$ cat src/rtl/lsm_pkg.sv
package lsm_pkg;
  // Widest access the width code can express, in bytes.
  localparam int ACC_MAX_BYTES = 8;
  localparam int SIZE_W        = 2;

  typedef enum logic [SIZE_W-1:0] {
    SZ_BYTE  = 2'b00,
    SZ_HALF  = 2'b01,
    SZ_WORD  = 2'b10,
    SZ_DWORD = 2'b11
  } acc_size_e;

  // Number of bytes named by a width code.
  function automatic int unsigned size_bytes(input logic [SIZE_W-1:0] code);
    return 32'd1 << code;
  endfunction
endpackage

$ cat src/rtl/lsm_mask_expand.sv
module lsm_mask_expand
  import lsm_pkg::*;
#(
  parameter int LINE_BYTES = 16,
  localparam int OFF_W     = $clog2(LINE_BYTES),
  localparam int WIN_W     = 2 * LINE_BYTES
) (
  input  logic [OFF_W-1:0]      offset,
  input  logic [SIZE_W-1:0]     size,
  output logic [LINE_BYTES-1:0] mask_lo,
  output logic [LINE_BYTES-1:0] mask_hi,
  output logic                  spill
);
  logic [WIN_W-1:0] ones;
  logic [WIN_W-1:0] window;

  // One enable per byte of the access, starting at lane 0.
  for (genvar k = 0; k < WIN_W; k++) begin : g_ones
    if (k < ACC_MAX_BYTES) begin : g_live
      assign ones[k] = (k < size_bytes(size));
    end else begin : g_dead
      assign ones[k] = 1'b0;
    end
  end

  always_comb begin
    window  = ones << offset;
    mask_lo = window[LINE_BYTES-1:0];
    mask_hi = window[WIN_W-1:LINE_BYTES];
    spill   = |mask_hi;
  end
endmodule

$ cat src/rtl/lsm_lane_place.sv
module lsm_lane_place
  import lsm_pkg::*;
#(
  parameter int LINE_BYTES = 16,
  localparam int OFF_W     = $clog2(LINE_BYTES),
  localparam int LINE_BITS = 8 * LINE_BYTES,
  localparam int IN_BITS   = 8 * ACC_MAX_BYTES
) (
  input  logic [OFF_W-1:0]     offset,
  input  logic [SIZE_W-1:0]    size,
  input  logic                 store,
  input  logic [IN_BITS-1:0]   wdata,
  output logic [LINE_BITS-1:0] data_lo,
  output logic [LINE_BITS-1:0] data_hi
);
  logic [IN_BITS-1:0]     trimmed;
  logic [2*LINE_BITS-1:0] rotated;

  // Drop bytes past the access width; loads carry no data.
  for (genvar k = 0; k < ACC_MAX_BYTES; k++) begin : g_trim
    assign trimmed[8*k +: 8] = (store && (k < size_bytes(size))) ? wdata[8*k +: 8] : 8'h00;
  end

  always_comb begin
    rotated = {{(2*LINE_BITS-IN_BITS){1'b0}}, trimmed} << {offset, 3'b000};
    data_lo = rotated[LINE_BITS-1:0];
    data_hi = rotated[2*LINE_BITS-1:LINE_BITS];
  end
endmodule

$ cat src/rtl/lsm_out_stage.sv
module lsm_out_stage #(
  parameter int PW = 8
) (
  input  logic          clk,
  input  logic          rst,
  input  logic          in_valid,
  output logic          in_ready,
  input  logic [PW-1:0] in_data,
  output logic          out_valid,
  input  logic          out_ready,
  output logic [PW-1:0] out_data
);
  logic take;

  assign in_ready = !out_valid || out_ready;
  assign take     = in_valid && in_ready;

  always_ff @(posedge clk) begin
    if (rst) begin
      out_valid <= 1'b0;
      out_data  <= '0;
    end else begin
      if (take) begin
        out_valid <= 1'b1;
        out_data  <= in_data;
      end else if (out_ready) begin
        out_valid <= 1'b0;
      end
    end
  end
endmodule

$ cat src/rtl/lsm_line_splitter.sv
module lsm_line_splitter
  import lsm_pkg::*;
#(
  parameter int ADDR_W     = 32,
  parameter int LINE_BYTES = 16,
  localparam int OFF_W     = $clog2(LINE_BYTES),
  localparam int LINE_W    = ADDR_W - OFF_W,
  localparam int LINE_BITS = 8 * LINE_BYTES,
  localparam int IN_BITS   = 8 * ACC_MAX_BYTES,
  localparam int PW        = 1 + 2*LINE_W + 2*LINE_BYTES + 2*LINE_BITS + 1 + OFF_W
) (
  input  logic                  clk,
  input  logic                  rst,
  input  logic                  req_valid,
  output logic                  req_ready,
  input  logic [ADDR_W-1:0]     req_addr,
  input  logic [SIZE_W-1:0]     req_size,
  input  logic                  req_store,
  input  logic [IN_BITS-1:0]    req_wdata,
  output logic                  out_valid,
  input  logic                  out_ready,
  output logic                  out_store,
  output logic [LINE_W-1:0]     out_line0,
  output logic [LINE_BYTES-1:0] out_mask0,
  output logic [LINE_BITS-1:0]  out_data0,
  output logic                  out_second,
  output logic [LINE_W-1:0]     out_line1,
  output logic [LINE_BYTES-1:0] out_mask1,
  output logic [LINE_BITS-1:0]  out_data1,
  output logic [OFF_W-1:0]      out_shift
);
  logic [OFF_W-1:0]      offset;
  logic [LINE_W-1:0]     line_a, line_b;
  logic [LINE_BYTES-1:0] m_lo, m_hi;
  logic [LINE_BITS-1:0]  d_lo, d_hi;
  logic                  spill;
  logic [PW-1:0]         pay_in, pay_out;

  assign offset = req_addr[OFF_W-1:0];
  assign line_a = req_addr[ADDR_W-1:OFF_W];
  assign line_b = line_a + 1'b1;

  lsm_mask_expand #(.LINE_BYTES(LINE_BYTES)) u_mask (
    .offset (offset),
    .size   (req_size),
    .mask_lo(m_lo),
    .mask_hi(m_hi),
    .spill  (spill)
  );

  lsm_lane_place #(.LINE_BYTES(LINE_BYTES)) u_lane (
    .offset (offset),
    .size   (req_size),
    .store  (req_store),
    .wdata  (req_wdata),
    .data_lo(d_lo),
    .data_hi(d_hi)
  );

  assign pay_in = {req_store, line_a, m_lo, d_lo, spill, line_b, m_hi, d_hi, offset};

  lsm_out_stage #(.PW(PW)) u_reg (
    .clk      (clk),
    .rst      (rst),
    .in_valid (req_valid),
    .in_ready (req_ready),
    .in_data  (pay_in),
    .out_valid(out_valid),
    .out_ready(out_ready),
    .out_data (pay_out)
  );

  assign {out_store, out_line0, out_mask0, out_data0,
          out_second, out_line1, out_mask1, out_data1, out_shift} = pay_out;
endmodule

$ cat config.mk
export PLATFORM = sky130hd
export DESIGN_NAME = lsm_line_splitter
export DESIGN_NICKNAME = d
export VERILOG_FILES = /design/src/rtl/lsm_pkg.sv /design/src/rtl/lsm_mask_expand.sv /design/src/rtl/lsm_lane_place.sv /design/src/rtl/lsm_out_stage.sv /design/src/rtl/lsm_line_splitter.sv
export SDC_FILE = /design/constraint.sdc
export NUM_CORES = 1
export LEC_CHECK = 0
export BUFFER_PORTS_ARGS = -buffer_cell sky130_fd_sc_hd__clkbuf_2
export CAP_MARGIN = 0
export CORE_AREA = 5 5 223 225
export CTS_CLUSTER_DIAMETER = 80
export DETAILED_ROUTE_END_ITERATION = 10
export DIE_AREA = 0 0 228 230
export PLACE_DENSITY_LB_ADDON = 0.05
export SLEW_MARGIN = 0
export SYNTH_ARGS = -nofsm -noshare
export SYNTH_HDL_FRONTEND = slang
export SYNTH_SLANG_ARGS = --single-unit
$ cat constraint.sdc
create_clock -name clk -period 2.2 [get_ports clk]
set_clock_uncertainty 0.2 [all_clocks]
set_input_delay 0.11 -clock clk [delete_from_list [all_inputs] [get_ports clk]]
set_output_delay 0.11 -clock clk [all_outputs]
set_load 0.005 [all_outputs]
# Yosys cells after proc, flatten, opt, wreduce, memory -nomap -nowiden
# Index checks and enable logic that the tools add are counted.
# Widths: inputs -> output; s select.
[totals]
reg_bits = 351
input_bits = 103
out_inout_bits = 352
elab_cells = 37
[classes]
shift = 3
add_sub_neg = 1
n_mux = 10
magnitude_cmp = 8
n_reduce_logical = 13
[ops]
columns = ["operator", "n"]
rows = [
  ["$shl 64x7->256", 1],
  ["$lt 3x32->1 const A", 4],
  ["$lt 1x32->1 const A", 2],
  ["$lt 2x32->1 const A", 2],
  ["$mux 8", 8],
  ["$shl 1x2->32 const A", 1],
  ["$shl 8x4->32", 1],
  ["$add 28x1->28 const B", 1],
  ["$reduce_or 16->1", 1],
  ["$logic_and 1x1->1", 9],
  ["$mux 1", 2],
  ["$reduce_bool 2->1", 1],
  ["$logic_not 1->1", 1],
  ["$logic_or 1x1->1", 1],
]

# Longest topological paths before layout
[depth]
ltp_word = 5
depth_mapped = 9
depth_no_buf = 6

# Modules after synthesis
# Synthesis repeated with hierarchy kept, for this count alone.
[unflattened]
cells_unflattened = 2408
hier_area_um2 = 20848.7
[by_module_without_submodules]
columns = ["mod", "instances", "area_per_inst_um2", "seq_area_each_um2", "cells_each"]
rows = [
  ["lsm_out_stage", 1, 15587.4, 7026.7, 1599],
  ["lsm_lane_place", 1, 4139.0, 0.0, 646],
  ["lsm_mask_expand", 1, 604.3, 0.0, 90],
  ["lsm_line_splitter", 1, 518.0, 0.0, 73],
]

# Worst setup path after synthesis
# Ideal clock, no wire load.
[synth_timing]
kind = "flip-flop to flip-flop"
startpoint = "register u_reg.out_valid"
endpoint = "register u_reg.out_data[257]"
path_stages_with_launch = 8
slack_ns = 0.322
n_path_buf = 2
period_less_slack_ns = 1.878
required_ns = 1.920
setup_ns = 0.080
arrival_ns = 1.598
cell_sequence = "dfxtp_1 nor2b_1 buf_2 or4_4 buf_6 nor2_2 nand2_1 o211ai_1"
[synth_between]
elab_chain_cells = 3
[synth_lines]
columns = ["element", "line_no", "rtl"]
rows = [
  ["from (decl)", "lsm_out_stage.sv:9", "output logic out_valid,"],
  ["from (signal assigned)", "lsm_out_stage.sv:20", "out_valid <= 1'b0;"],
  ["from (signal assigned)", "lsm_out_stage.sv:24", "out_valid <= 1'b1;"],
  ["from (signal assigned)", "lsm_out_stage.sv:27", "out_valid <= 1'b0;"],
  ["$logic_not 1->1", "lsm_out_stage.sv:15", "assign in_ready = !out_valid || out_ready;"],
  ["$logic_or 1x1->1", "lsm_out_stage.sv:15", ""],
  ["$logic_and 1x1->1", "lsm_out_stage.sv:16", "assign take = in_valid && in_ready;"],
  ["to (signal assigned)", "lsm_out_stage.sv:25", "out_data <= in_data;"],
  ["to (decl)", "lsm_out_stage.sv:11", "output logic [PW-1:0] out_data"],
]
# Every way passes these cells.
# A chain may end at the register's enable or synchronous reset.

# Final worst setup path
[layout_timing]
startpoint = "input req_addr[1]"
endpoint = "register u_reg.out_data[251]"
[layout_between]
elab_chain_cells = 1
[layout_lines]
columns = ["element", "line_no", "rtl"]
rows = [
  ["from (decl)", "lsm_line_splitter.sv:16", "input logic [ADDR_W-1:0] req_addr,"],
  ["$shl 64x7->256", "lsm_lane_place.sv:25", "rotated = {{(2*LINE_BITS-IN_BITS){1'b0}}, trimmed} << {offset, 3'b000};"],
]
# Every way passes these cells.

==> results by group <==
STA
  – Worst hold slack: 0.0280 ns
  – Slew margin rel.: 38.1%
  – RSZ-0062 raised after global routing: no
  – Period minus WS final: 2.14 ns
  – Worst Tran Pin Value: between 0.9 and 1 ns
  – Pins Over Slew Limit: 0
  – Setup_tns: 0 ns
  – Max Clk Rate: 468 MHz
  – Setup-failing EPs final: 0
  – Final period utilization: a little over nine tenths
  – Hold Vio Cnt, Final: 0

Logic synthesis
  – Synthesized area: ~14000 um2
  – Area leader, netlist: dfxtp_1
  – Post-synth top area share: roughly two fifths
  – Synth unique cells: approximately 70
  – Synth Register Bits: 270
  – Main combinational cell family by area after synthesis: compound AO/OA/AOI/OAI gates
  – Post-synth EDFFs: 0
  – Predominant post-synthesis flop cell: dfxtp_1
  – Seq/Total Area, Yosys: 39.7%
  – Synth Area in Adders: 0.0919%
  – Synth Area in Compound Gates: about a quarter
  – Post-synthesis instance total: 1633
  – Post-synth top cells: dfxtp_1 (270), nand2_1 (243), nor2_1 (152)
  – Syn. warnings: 0
  – Top-count cell post-synth: dfxtp_1
  – Xor-xnor portion of the synthesized cell area: around 1.5%
  – Post-synthesis mux area share: 4.98%
  – Synth area leaders: dfxtp_1 (40%), nand2_1 (6.7%), buf_4 (5.0%), a22oi_1 (4.9%), nor2_1 (4.2%)
  – Simple-gate share of the synthesized area: 18.4%
  – Syn Area/Cell: 8.34 um2
  – Async SR Flop Fraction: 0%

CTS
  – Clock Latency Late Sink: between 0.5 and 0.6 ns
  – Total number of H-tree levels: 2
  – Cts bufs inserted: 36
  – Clk Tree Root Cell: clkbuf_16
  – Clock slew at reported path FFs: around 0.060 ns
  – Clock sink count: 270
  – CTS tree: built
  – Clock buffer depth: 3

Layout
  – Diode count: 0
  – Fin area: ~19000 um2
  – P&R area growth vs syn: 39.8%
  – Fill count: 5009
  – Final Non-Filler Cells: 2830
  – Reg area: approximately 5400 um2
  – Multi-input logic area: a little over 7000 um2
  – Fraction of layout cells with a size suffix above 1: 33.0%
  – Nets: 2300

Pwr
  – Pleak: between 0.008 and 0.009 uW
  – Design Power: roughly 13000 uW
  – Max VDD drop: ~470 uV
  – PwrDens: 699 nW/um2

Global routing
  – Vias in the first global route: 14.4k
  – GR Overflow Total: 0
  – Met1 Use GR: approximately 36%
  – Initial antenna violation count: 0
  – GRT Util Overall: 26.2%
  – Met2 Use GR: 42.5%
  – Met3 Track Usage GR: under 10%
  – Largest net degree at the start of global routing: 180
  – First-pass GRT wire length: 104000 um
  – GRT busiest layer: met2

Worst setup path
  – CP Max Fanout: 16
  – CP Capture Type: flop
  – WP data required: between 2 and 2.5 ns
  – Crit path kind: primary input to flop
  – CP startpoint kind: primary input
  – Crit path DAT: 2.34 ns

Drt
  – Drc violations: 0
  – Vias/cell: 5.27
  – First-iteration detailed-routing DRC count: roughly 1.2k
  – Post-route ant nets: 0
  – Avg WL per Cell: roughly 26 um
  – Drt first pass iters: 9
  – Via Count: 14.9k
  – Total wire length: ~73000 um

Floorplan
  – Die X-Extent: between 200 and 250 um
  – Die H: 230 um
  – Num rows: 80
  – I/O pin count: 455
  – DIE AREA: 52400 um2
  – Initial core utilization: 28.8%
  – Core area: ~47000 um2

Place
  – Total placed cells including tap cells: ~2.7k
  – Hpwl dp: 56900 um
  – Gpl congestion: 0.981
  – Post-DP Area: 17300 um2
  – IO Port Bufs: 373

Min path
  – Hold crit path type: primary input to flop

Job
  – Max Cap Viol: 0

Outcome
  – Status: finished, final reports clean
[cell type report]
cell class | instances | share of cell area (%)
clock inverter | 13 | 0.894
timing repair buffer | 663 | 23.2
tap | 615 | 4.04
clock buffer | 44 | 5.11
sequential | 270 | 28.4
inverter | 12 | 0.237
multi-input combinational | 1213 | 38.2
[power by group]
part           internal (uW)  switching (uW)  total [uW]
clock network           3500            2340        5840
logic                    896            1430        2320
registers               5050             101        5150
[kinds of logic after synthesis]
group	after synthesis
compound gates	497
xor+xnor	23
fa+ha+maj	1
buf+inv	230
flops	270
mux	64
other cells	1
simple gates	547
[flip-flops by register name, indices dropped and copies added, names as in the netlist]
register	count
u_reg.out_valid	1
u_reg.out_data	269
[worst paths after layout]
check	cells after the start	slack [ns]	from	to
setup / recovery	8	0.06	req_addr[1]	u_reg.out_data[251]
hold / removal	4	0.03	req_wdata[11]	u_reg.out_data[260]
setup reg to reg	6	0.12	u_reg.out_valid	u_reg.out_data[243]
hold reg to reg	2	0.24	u_reg.out_data[220]	u_reg.out_data[220]
[timing repair]
action	CTS	global route
endpoints found under the hold margin	132	0
gates cloned	0	0
buffers inserted	0	1
hold buffers	58	0
resized for setup	2	3
endpoints found under the setup margin	6	16
pin swaps	0	1
[stage by stage]
stage          setup slack (ns)  utilization (%)
5_1_grt                  0.0271             40.2
3_3_place_gp             -0.347             36.5
2_1_floorplan             0.322                -
3_5_place_dp             -0.349             36.5
4_1_cts                  0.0138             40.2
6_report                 0.0615             40.2
[layer usage]
metal	wire (um)	share of wire [%]
met4	2620	3.6
met3	4640	6.4
met2	33500	46
met5	0	0
met1	32100	44
[critical path, stage by stage]
cell,delay (ns)
buf_4,0.26
dlygate4sd3_1,0.68
buf_4,0.22
nor3b_2,0.06
buf_4,0.17
a222oi_1,0.54
buf_4,0.22
a211oi_1,0.06
[layout by cell type, fill, tap and decap left out, types with 37 or more instances in the layout]
cell type / count
a21oi_1: 79
clkbuf_2: 370
dfxtp_1: 270
o21ai_0: 71
a211oi_1: 45
dlygate4sd3_1: 58
conb_1: 81
clkbuf_16: 37
nand2_1: 241
a22oi_1: 89
buf_4: 217
nor2_1: 149
No activity file was read; power rests on OpenSTA's default activity.
